`src/rtl/irq_gate_pkg.sv`:
```
package irq_gate_pkg;

    typedef struct packed {
        logic seen_a;
        logic seen_b;
        logic open;
    } sp_pair_t;

    typedef struct packed {
        logic prev;
        logic pend;
    } nmi_state_t;

    function automatic int idx_width(input int n);
        return (n > 1) ? $clog2(n) : 1;
    endfunction

endpackage

```
`src/rtl/irq_flag_bank.sv`:
```
module irq_flag_bank #(
    parameter int N_SRC = 8
) (
    input  logic             clk,
    input  logic             rst_n,
    input  logic [N_SRC-1:0] src_evt,
    input  logic [N_SRC-1:0] flag_clr,
    input  logic             mask_wr,
    input  logic [N_SRC-1:0] mask_wdata,
    output logic [N_SRC-1:0] flags,
    output logic [N_SRC-1:0] pend
);
    typedef struct packed {
        logic [N_SRC-1:0] flags;
        logic [N_SRC-1:0] mask;
    } bank_t;

    bank_t st_d, st_q;

    always_comb begin
        st_d = st_q;
        // event has priority over a clear in the same cycle
        st_d.flags = (st_q.flags & ~flag_clr) | src_evt;
        if (mask_wr) begin
            st_d.mask = mask_wdata;
        end
    end

    always_ff @(posedge clk or negedge rst_n) begin
        if (!rst_n) begin
            st_q <= '0;
        end else begin
            st_q <= st_d;
        end
    end

    assign flags = st_q.flags;
    assign pend  = st_q.flags & st_q.mask;
endmodule

```
`src/rtl/irq_sp_pair.sv`:
```
module irq_sp_pair
    import irq_gate_pkg::*;
(
    input  logic clk,
    input  logic rst_n,
    input  logic sp_a_wr,
    input  logic sp_b_wr,
    output logic gate_open
);
    sp_pair_t st_d, st_q;
    logic have_a, have_b;

    always_comb begin
        st_d   = st_q;
        have_a = st_q.seen_a | sp_a_wr;
        have_b = st_q.seen_b | sp_b_wr;
        if (have_a && have_b) begin
            st_d.open   = 1'b1;
            st_d.seen_a = 1'b0;
            st_d.seen_b = 1'b0;
        end else if (sp_a_wr || sp_b_wr) begin
            st_d.open   = 1'b0;
            st_d.seen_a = have_a;
            st_d.seen_b = have_b;
        end
    end

    always_ff @(posedge clk or negedge rst_n) begin
        if (!rst_n) begin
            st_q <= '0;
        end else begin
            st_q <= st_d;
        end
    end

    assign gate_open = st_q.open;
endmodule

```
`src/rtl/irq_nmi_edge.sv`:
```
module irq_nmi_edge
    import irq_gate_pkg::*;
(
    input  logic clk,
    input  logic rst_n,
    input  logic nmi_in,
    input  logic nmi_ack,
    output logic pending
);
    nmi_state_t st_d, st_q;

    always_comb begin
        st_d      = st_q;
        st_d.prev = nmi_in;
        st_d.pend = (st_q.pend & ~nmi_ack) | (nmi_in & ~st_q.prev);
    end

    always_ff @(posedge clk or negedge rst_n) begin
        if (!rst_n) begin
            st_q <= '0;
        end else begin
            st_q <= st_d;
        end
    end

    assign pending = st_q.pend;
endmodule

```
`src/rtl/irq_prio_pick.sv`:
```
module irq_prio_pick #(
    parameter int N_SRC = 8,
    localparam int IDX_W = irq_gate_pkg::idx_width(N_SRC)
) (
    input  logic [N_SRC-1:0] pend,
    output logic [IDX_W-1:0] idx
);
    always_comb begin
        idx = '0;
        for (int i = N_SRC - 1; i >= 0; i--) begin
            if (pend[i]) begin
                idx = IDX_W'(i);
            end
        end
    end
endmodule

```
`src/rtl/irq_gate_ctrl.sv`:
```
module irq_gate_ctrl #(
    parameter int N_SRC = 8,
    localparam int IDX_W = irq_gate_pkg::idx_width(N_SRC)
) (
    input  logic             clk,
    input  logic             rst_n,
    input  logic [N_SRC-1:0] src_evt,
    input  logic [N_SRC-1:0] flag_clr,
    input  logic             mask_wr,
    input  logic [N_SRC-1:0] mask_wdata,
    input  logic             gie,
    input  logic             nmi_in,
    input  logic             nmi_ack,
    input  logic             sp_a_wr,
    input  logic             sp_b_wr,
    output logic [N_SRC-1:0] flags_o,
    output logic             irq_o,
    output logic [IDX_W-1:0] irq_idx_o,
    output logic             nmi_o
);
    logic [N_SRC-1:0] pend;
    logic             gate_open;
    logic             nmi_pend;

    irq_flag_bank #(.N_SRC(N_SRC)) u_bank (
        .clk        (clk),
        .rst_n      (rst_n),
        .src_evt    (src_evt),
        .flag_clr   (flag_clr),
        .mask_wr    (mask_wr),
        .mask_wdata (mask_wdata),
        .flags      (flags_o),
        .pend       (pend)
    );

    irq_sp_pair u_pair (
        .clk       (clk),
        .rst_n     (rst_n),
        .sp_a_wr   (sp_a_wr),
        .sp_b_wr   (sp_b_wr),
        .gate_open (gate_open)
    );

    irq_nmi_edge u_nmi (
        .clk     (clk),
        .rst_n   (rst_n),
        .nmi_in  (nmi_in),
        .nmi_ack (nmi_ack),
        .pending (nmi_pend)
    );

    irq_prio_pick #(.N_SRC(N_SRC)) u_pick (
        .pend (pend),
        .idx  (irq_idx_o)
    );

    assign irq_o = gate_open & gie & (|pend);
    assign nmi_o = gate_open & nmi_pend;
endmodule

```
`config.mk`:
```
export PLATFORM = sky130hd
export DESIGN_NAME = irq_gate_ctrl
export DESIGN_NICKNAME = d
export VERILOG_FILES = /design/src/rtl/irq_gate_pkg.sv /design/src/rtl/irq_flag_bank.sv /design/src/rtl/irq_sp_pair.sv /design/src/rtl/irq_nmi_edge.sv /design/src/rtl/irq_prio_pick.sv /design/src/rtl/irq_gate_ctrl.sv
export SDC_FILE = /design/constraint.sdc
export NUM_CORES = 1
export LEC_CHECK = 0
export BUFFER_PORTS_ARGS = -buffer_cell sky130_fd_sc_hd__buf_2
export CAP_MARGIN = 20
export CORE_MARGIN = 8
export CORE_UTILIZATION = 48
export DETAILED_ROUTE_END_ITERATION = 8
export PLACE_DENSITY = 0.82
export SKIP_LAST_GASP = 1
export SYNTH_ARGS = -nofsm -noshare
export SYNTH_HDL_FRONTEND = slang
export SYNTH_SLANG_ARGS = --single-unit
```
`constraint.sdc`:
```
create_clock -name clk -period 2.3 [get_ports clk]
set_input_delay 0.46 -clock clk [delete_from_list [all_inputs] [get_ports clk]]
set_output_delay 0.46 -clock clk [all_outputs]
set_load 0.02 [all_outputs]
```
==> results.py, run 1 <==
metrics = {
    "outcome": {
        "status": "finished clean",
    },
    "route": {
        "firstDrtPassIters": 4,
        "initialDrtViolationCount": 25,
        "wl_per_cell_um": 13.37,
        "totalWireLength_mm": 2.032,
        "vias_per_cell": 4.888,
        "antenna_left": 0,
        "remaining_drc_errors": 0,
        "via_count": 743,
    },
    "setup_path": {
        "path_class": "flip-flop to primary output",
        "crit_path_start_kind": "flip-flop",
        "slowest_delay_ns": 0.43,
        "required_ns": 1.84,
        "critPathCaptureType": "primary output",
        "cp_slowest_cell": "dfrtp_1",
        "path_cells": "a22oi_2 > nor2b_1 > a41oi_1 > buf_2",
        "arrival_ns": 1.46,
        "cp_max_fo": 4,
    },
    "die": {
        "num_rows": 16,
        "die_x_um": 60.92,
        "initial_core_util_pct": 49.87,
        "die-height_um": 60.92,
        "pin_count": 45,
        "dieArea_um2": 3711,
        "core-area_um2": 1942,
    },
    "cts": {
        "post_cts_buffers": 0,
        "root_buffer": "clkbuf_4",
        "clk_latency_ns": 0.30,
        "ctsHoldBuffers": 0,
        "cts_buffer_depth": 2,
        "htreeDepth": 1,
        "cts_num_sinks": 21,
        "cts_buffers": 3,
        "clk_pin_slew_ns": 0.11,
        "cts_resized": 0,
        "tritoncts": "done",
    },
    "yosys": {
        "syn_area_per_cell_um2": 11.26,
        "synth.yosys.seq_area_share_pct": 54.26,
        "synthCells": 86,
        "yosysWarnings": 0,
        "synth-seq-cells": 21,
        "synth_cell_types": 20,
        "syn_nets": 118,
        "synth_area_um2": 968.4,
    },
    "sta": {
        "maxSlewViolCount": 0,
        "clock_skew_ns": 0.0002346,
        "finalCriticalPeriod_ns": 1.922,
        "max_freq_ghz": 0.5202,
        "final-setup-viol-count": 0,
        "finalCritPeriodShare_pct": 83.58,
        "tightest_slew_ns": 0.4572,
        "max-slew-margin-rel_pct": 69.52,
        "fin_ws_ns": 0.3776,
        "rsz0062_at_grt": "no",
        "whs_ns": 0.09314,
        "finalHoldViolCount": 0,
        "fin_setup_tns_ns": 0,
    },
    "layout": {
        "antennaDiodeCount": 0,
        "nNetsFinal": 158,
        "area_growth_pct": 22.35,
        "multiInputGateArea_um2": 336.6,
        "drive_gt1_share_pct": 41.60,
        "final_util_pct": 61.02,
        "regArea_um2": 525.5,
        "fillers": 182,
    },
    "placement": {
        "io_buffers": 44,
        "dp_slack_ns": 0.7024,
        "dp_hpwl_mm": 1.710,
        "place.gp.congestion": 0.7922,
    },
    "pwr": {
        "power.leakage_nw": 0.6283,
        "finalPower_w": 0.0007618,
        "ir_worst_vdd_v": 0.0004493,
        "power_density_nw_per_um2": 642.9,
    },
    "global_routing": {
        "grt_max_degree": 22,
        "grt_pass1_wl_mm": 3.415,
        "antenna_found_initial": 0,
        "grt_remaining_overflow": 0,
        "first_global_vias": 794,
        "grt_use_total_pct": 12.11,
    },
    "job": {
        "cap_violations": 0,
    },
    "worst_hold_path": {
        "hp-class": "primary input to async pin",
    },
}
==> cell type report <==
type	count	share of cell area, %
clock buffer	3	1.901
clock inverter	1	0.4224
inverter	11	3.485
multi-input combinational	45	28.41
sequential	21	44.35
tap	27	2.851
timing repair buffer	44	18.58
==> kinds of logic (layout without fill, tap and decap cells) <==
family / count (synthesis) / in the layout / share of synthesized area (%)
DFF: 21 / 21 / 54.26
AOI/OAI and AO/OA: 20 / 20 / 17.70
buffers and inverters: 20 / 59 / 10.98
and+or+nand+nor: 17 / 17 / 7.752
muxes: 8 / 8 / 9.303
==> where the power goes <==
group	internal (W)	switching (W)	leakage, nW
combinational	0.0000739	0.0000862	0.370
sequential	0.000400	0.0000276	0.241
clock	0.0000647	0.000109	0.0177
==> placed cells by master, fill, tap and decap left out, types with 2 or more instances in the layout <==
| cell | n |
|---|---|
| clkbuf_4 | 3 |
| a221oi_2 | 2 |
| nor3_1 | 2 |
| a32oi_1 | 2 |
| nor2_1 | 4 |
| o21ai_0 | 2 |
| buf_2 | 44 |
| mux2_1 | 8 |
| and2_1 | 2 |
| dfrtp_1 | 21 |
| nand2_1 | 7 |
| inv_1 | 11 |
| a22oi_2 | 2 |
| a21o_1 | 8 |
==> metrics by stage <==
| step | std cells | instance area [um^2] |
|---|---|---|
| floorplan | 86 | 968.4 |
| global placement | 148 | 1157 |
| detailed placement | 148 | 1157 |
| CTS | 152 | 1185 |
| global route | 152 | 1185 |
| finish | 152 | 1185 |
==> state kept, by name, indices dropped and copies added (netlist names) <==
register / cells
u_nmi.pending: 1
u_bank.st_q: 8
u_pair.st_q: 2
u_pair.gate_open: 1
u_bank.flags: 8
u_nmi.st_q: 1
==> routing by layer <==
| layer | global-route usage, % | wire length (um) | share of wire (%) | vias to the layer above |
|---|---|---|---|---|
| li1 | - | - | - | 362 |
| met3 | 4.873 | 210 | 10 | 2 |
| met5 | 0 | 0 | 0 | - |
| met1 | 15.17 | 900 | 44 | 346 |
| met4 | 2.990 | 9 | 0.44 | 0 |
| met2 | 18.85 | 911 | 45 | 33 |
==> path summary, 6_finish.rpt <==
check                                start          endpoint  slack (ns)  cells after the start
setup / recovery           u_bank.flags[4]             irq_o        0.38                      4
hold / removal                       rst_n    u_bank.st_q[2]        0.09                      1
setup reg to reg            u_pair.st_q[1]  u_pair.gate_open        1.43                      3
hold reg to reg              u_nmi.st_q[1]     u_nmi.pending        0.44                      1
max in group asynchronous            rst_n   u_bank.flags[7]        1.90                      1
min in group clk                    nmi_in     u_nmi.st_q[1]        0.27                      1
==> synthesized netlist by cell type <==
cell type | instances | area share, %
inv_1 | 11 | 4.3
and2_1 | 2 | 1.3
a41oi_1 | 1 | 0.90
buf_2 | 1 | 0.52
a21o_1 | 8 | 6.2
nor2_1 | 4 | 1.5
buf_4 | 8 | 6.2
o21ai_0 | 2 | 1.0
a22oi_2 | 2 | 2.6
o22ai_1 | 1 | 0.65
a32oi_1 | 2 | 1.8
nand2_1 | 7 | 2.7
o21ai_1 | 1 | 0.52
nor2b_1 | 1 | 0.65
nor3_1 | 2 | 1.0
nand3_1 | 1 | 0.52
a221oi_2 | 2 | 3.1
dfrtp_1 | 21 | 54
mux2_1 | 8 | 9.3
a22o_1 | 1 | 0.90
==> critical path, delay by kind of cell (launching register included) <==
family,cells,cell delay (ns)
AO/OA/AOI/OAI,2,0.36
AND/OR/NAND/NOR,1,0.20
flip-flops,1,0.43
buffers and inverters,1,0.18
Power figures use the tool's default switching activity.
==> inputs of run 2 (changes only) <==
--- a/config.mk
+++ b/config.mk
@@ -5,12 +5,13 @@
 export SDC_FILE = /design/constraint.sdc
 export NUM_CORES = 1
 export LEC_CHECK = 0
+export ABC_AREA = 1
 export BUFFER_PORTS_ARGS = -buffer_cell sky130_fd_sc_hd__buf_2
 export CAP_MARGIN = 20
 export CORE_MARGIN = 8
-export CORE_UTILIZATION = 48
+export CORE_UTILIZATION = 44
 export DETAILED_ROUTE_END_ITERATION = 8
-export PLACE_DENSITY = 0.82
+export PLACE_DENSITY = 0.77
 export SKIP_LAST_GASP = 1
 export SYNTH_ARGS = -nofsm -noshare
 export SYNTH_HDL_FRONTEND = slang
==> constraint.sdc (replaced) <==
create_clock -name clk -period 1.9 [get_ports clk]
set_input_delay 0.38 -clock clk [delete_from_list [all_inputs] [get_ports clk]]
set_output_delay 0.38 -clock clk [all_outputs]
set_load 0.02 [all_outputs]
==> results.py, run 2 <==
metrics = {
    "outcome": {
        "status": "finished clean",
    },
    "yosys": {
        "synthCells": 93,
        "async_flop_share_pct": 100.0,
        "syn_nets": 125,
        "synth.yosys.seq_area_share_pct": 55.93,
        "synth_edf_count": 0,
        "synth_most_common_cell": "dfrtp_1",
        "yosysWarnings": 0,
        "synth_ff_type": "dfrtp_1",
        "synth-seq-cells": 21,
        "synth.largest_area_cell": "dfrtp_1",
        "syn_area_per_cell_um2": 10.10,
        "synthTopCellsByCount": "dfrtp_1, nand2_1, inv_1",
        "synth-compound-area-share_pct": 9.720,
        "synthAdderAreaFrac_pct": 0,
        "synth_top_family_by_area": "buffers and inverters",
        "yosysTopAreaCellShare_pct": 55.93,
        "muxShareOfSynthArea_pct": 9.587,
        "synth_area_um2": 939.7,
        "synth_xor_xnor_area_share_pct": 0,
        "yosys.area_share.simple_pct": 11.98,
        "synth_cell_types": 14,
        "synth.area.top_cells": "dfrtp_1, mux2_2, nand2_1",
    },
    "cts": {
        "post_cts_buffers": 0,
        "clk_latency_ns": 0.29,
        "clk_pin_slew_ns": 0.11,
        "cts_buffer_depth": 2,
        "cts_num_sinks": 21,
        "htreeDepth": 1,
        "tritoncts": "done",
        "cts_buffers": 3,
        "root_buffer": "clkbuf_4",
        "ctsHoldBuffers": 0,
        "cts_resized": 0,
    },
    "global_routing": {
        "antenna_found_initial": 0,
        "grt_max_degree": 22,
        "grt_pass1_wl_mm": 3.305,
        "first_global_vias": 761,
        "grt_remaining_overflow": 0,
        "grt_use_total_pct": 10.29,
    },
    "sta": {
        "finalHoldViolCount": 0,
        "final-setup-viol-count": 0,
        "fin_setup_tns_ns": 0,
        "rsz0062_at_grt": "no",
        "finalCriticalPeriod_ns": 1.701,
        "max_freq_ghz": 0.5877,
        "max-slew-margin-rel_pct": 68.99,
        "finalCritPeriodShare_pct": 89.55,
        "clock_skew_ns": 0.001637,
        "maxSlewViolCount": 0,
        "fin_ws_ns": 0.1985,
        "tightest_slew_ns": 0.4651,
    },
    "pwr": {
        "p_seq_share_pct": 56.3,
        "pwr-share-clk_pct": 22.7,
        "swShare_pct": 27.94,
        "ir_worst_vdd_v": 0.0003963,
        "p_switching_w": 0.0002510,
        "finalPower_w": 0.0008984,
        "internal_power_w": 0.0006474,
        "power_density_nw_per_um2": 782.2,
        "combPwrFrac_pct": 21.0,
        "power.leakage_nw": 0.6549,
    },
    "placement": {
        "dp_hpwl_mm": 1.669,
        "place.gp.congestion": 0.7718,
        "io_buffers": 44,
        "dp_slack_ns": 0.5235,
    },
    "setup_path": {
        "critPathCaptureType": "primary output",
        "ff2ff_path_depth": 1,
        "cp_max_fo": 3,
        "required_ns": 1.52,
        "regToRegSetupSlack_ns": 1.14,
        "reg2reg_from": "u_bank.st_q[1]",
        "path_class": "flip-flop to primary output",
        "arrival_ns": 1.32,
        "crit_path_start_kind": "flip-flop",
        "r2r-end": "u_bank.st_q[1]",
    },
    "layout": {
        "drive_gt1_share_pct": 42.42,
        "antennaDiodeCount": 0,
        "area_growth_pct": 22.24,
        "layout_commonest_cell": "buf_2",
        "nNetsFinal": 165,
        "mostFrequentLayoutCells": "buf_2, dfrtp_1, nand2_1",
    },
    "die": {
        "pin_count": 45,
        "num_rows": 16,
        "die_x_um": 62.21,
        "die-height_um": 62.21,
        "core-area_um2": 1982,
        "initial_core_util_pct": 47.41,
        "dieArea_um2": 3870,
    },
    "route": {
        "antenna_left": 0,
        "vias_per_cell": 4.547,
        "wl_per_cell_um": 12.55,
        "firstDrtPassIters": 3,
        "remaining_drc_errors": 0,
        "initialDrtViolationCount": 36,
        "totalWireLength_mm": 1.995,
        "via_count": 723,
    },
    "job": {
        "cap_violations": 0,
    },
    "worst_hold_path": {
        "hp-class": "primary input to async pin",
    },
}
## run 2: kinds of logic after synthesis
family | Yosys count
buffers and inverters | 22
AO/OA/AOI/OAI | 13
AND/OR/NAND/NOR | 29
multiplexers | 8
flip-flops | 21
## run 2: worst max-delay path: stages, from the launching register on
cell and delay (ns):
dfrtp_1 0.38, nand2_1 0.07, inv_1 0.05, nand2_1 0.05, nand2_1 0.05, nand2_1 0.05, nand2_1 0.05, nand2_1 0.06
a21oi_2 0.11, buf_2 0.17
## run 2: per-layer routing
metal	share of wire [%]	up-vias	GRT usage, %
met5	0	-	0
met4	0.70	0	3.499
met3	10	2	4.839
met2	48	25	17.21
met1	41	328	11.10
li1	-	368	-
## run 2: power by group through the flow
stage	Clock (W)	Sequential (W)	Combinational (W)
2_1_floorplan	0	0.000509	0.000132
3_3_place_gp	0	0.000512	0.000187
3_5_place_dp	0	0.000515	0.000192
4_1_cts	0.000216	0.000507	0.000192
5_1_grt	0.000241	0.000512	0.000209
6_report	0.000204	0.000506	0.000188
## run 2: final cells by class
cell class              count  area (um^2)
inverters                  13        48.80
well taps                  27        33.78
repair buffers             44        220.2
multi-input cells          50        294.0
clock buffers               4        26.28
fillers                   192        833.3
flip-flops and latches     21        525.5
## run 2: stage by stage
| step | hold slack [ns] | instances | area (um^2) | utilization (%) |
|---|---|---|---|---|
| 4_1_cts | 0.03319 | 159 | 1149 | 57.95 |
| 3_5_place_dp | 0.3615 | 155 | 1122 | 56.63 |
| 3_3_place_gp | 0.3478 | 155 | 1122 | 56.63 |
| 5_1_grt | 0.03642 | 159 | 1149 | 57.95 |
| 2_1_floorplan | 0.08441 | 93 | 939.7 | - |
| 6_report | 0.02451 | 159 | 1149 | 57.95 |
## run 2: worst max path at each step
stage          slack [ns]            to  depth (start not counted)            start
2_1_floorplan        0.49  irq_idx_o[2]                          3  u_bank.flags[2]
3_3_place_gp         0.55  irq_idx_o[0]                          8  u_bank.flags[6]
3_5_place_dp         0.52  irq_idx_o[0]                          9  u_bank.flags[7]
4_1_cts              0.18  irq_idx_o[0]                          9  u_bank.flags[7]
5_1_grt              0.06  irq_idx_o[0]                          9  u_bank.flags[7]
6_report             0.20  irq_idx_o[0]                          9  u_bank.flags[7]
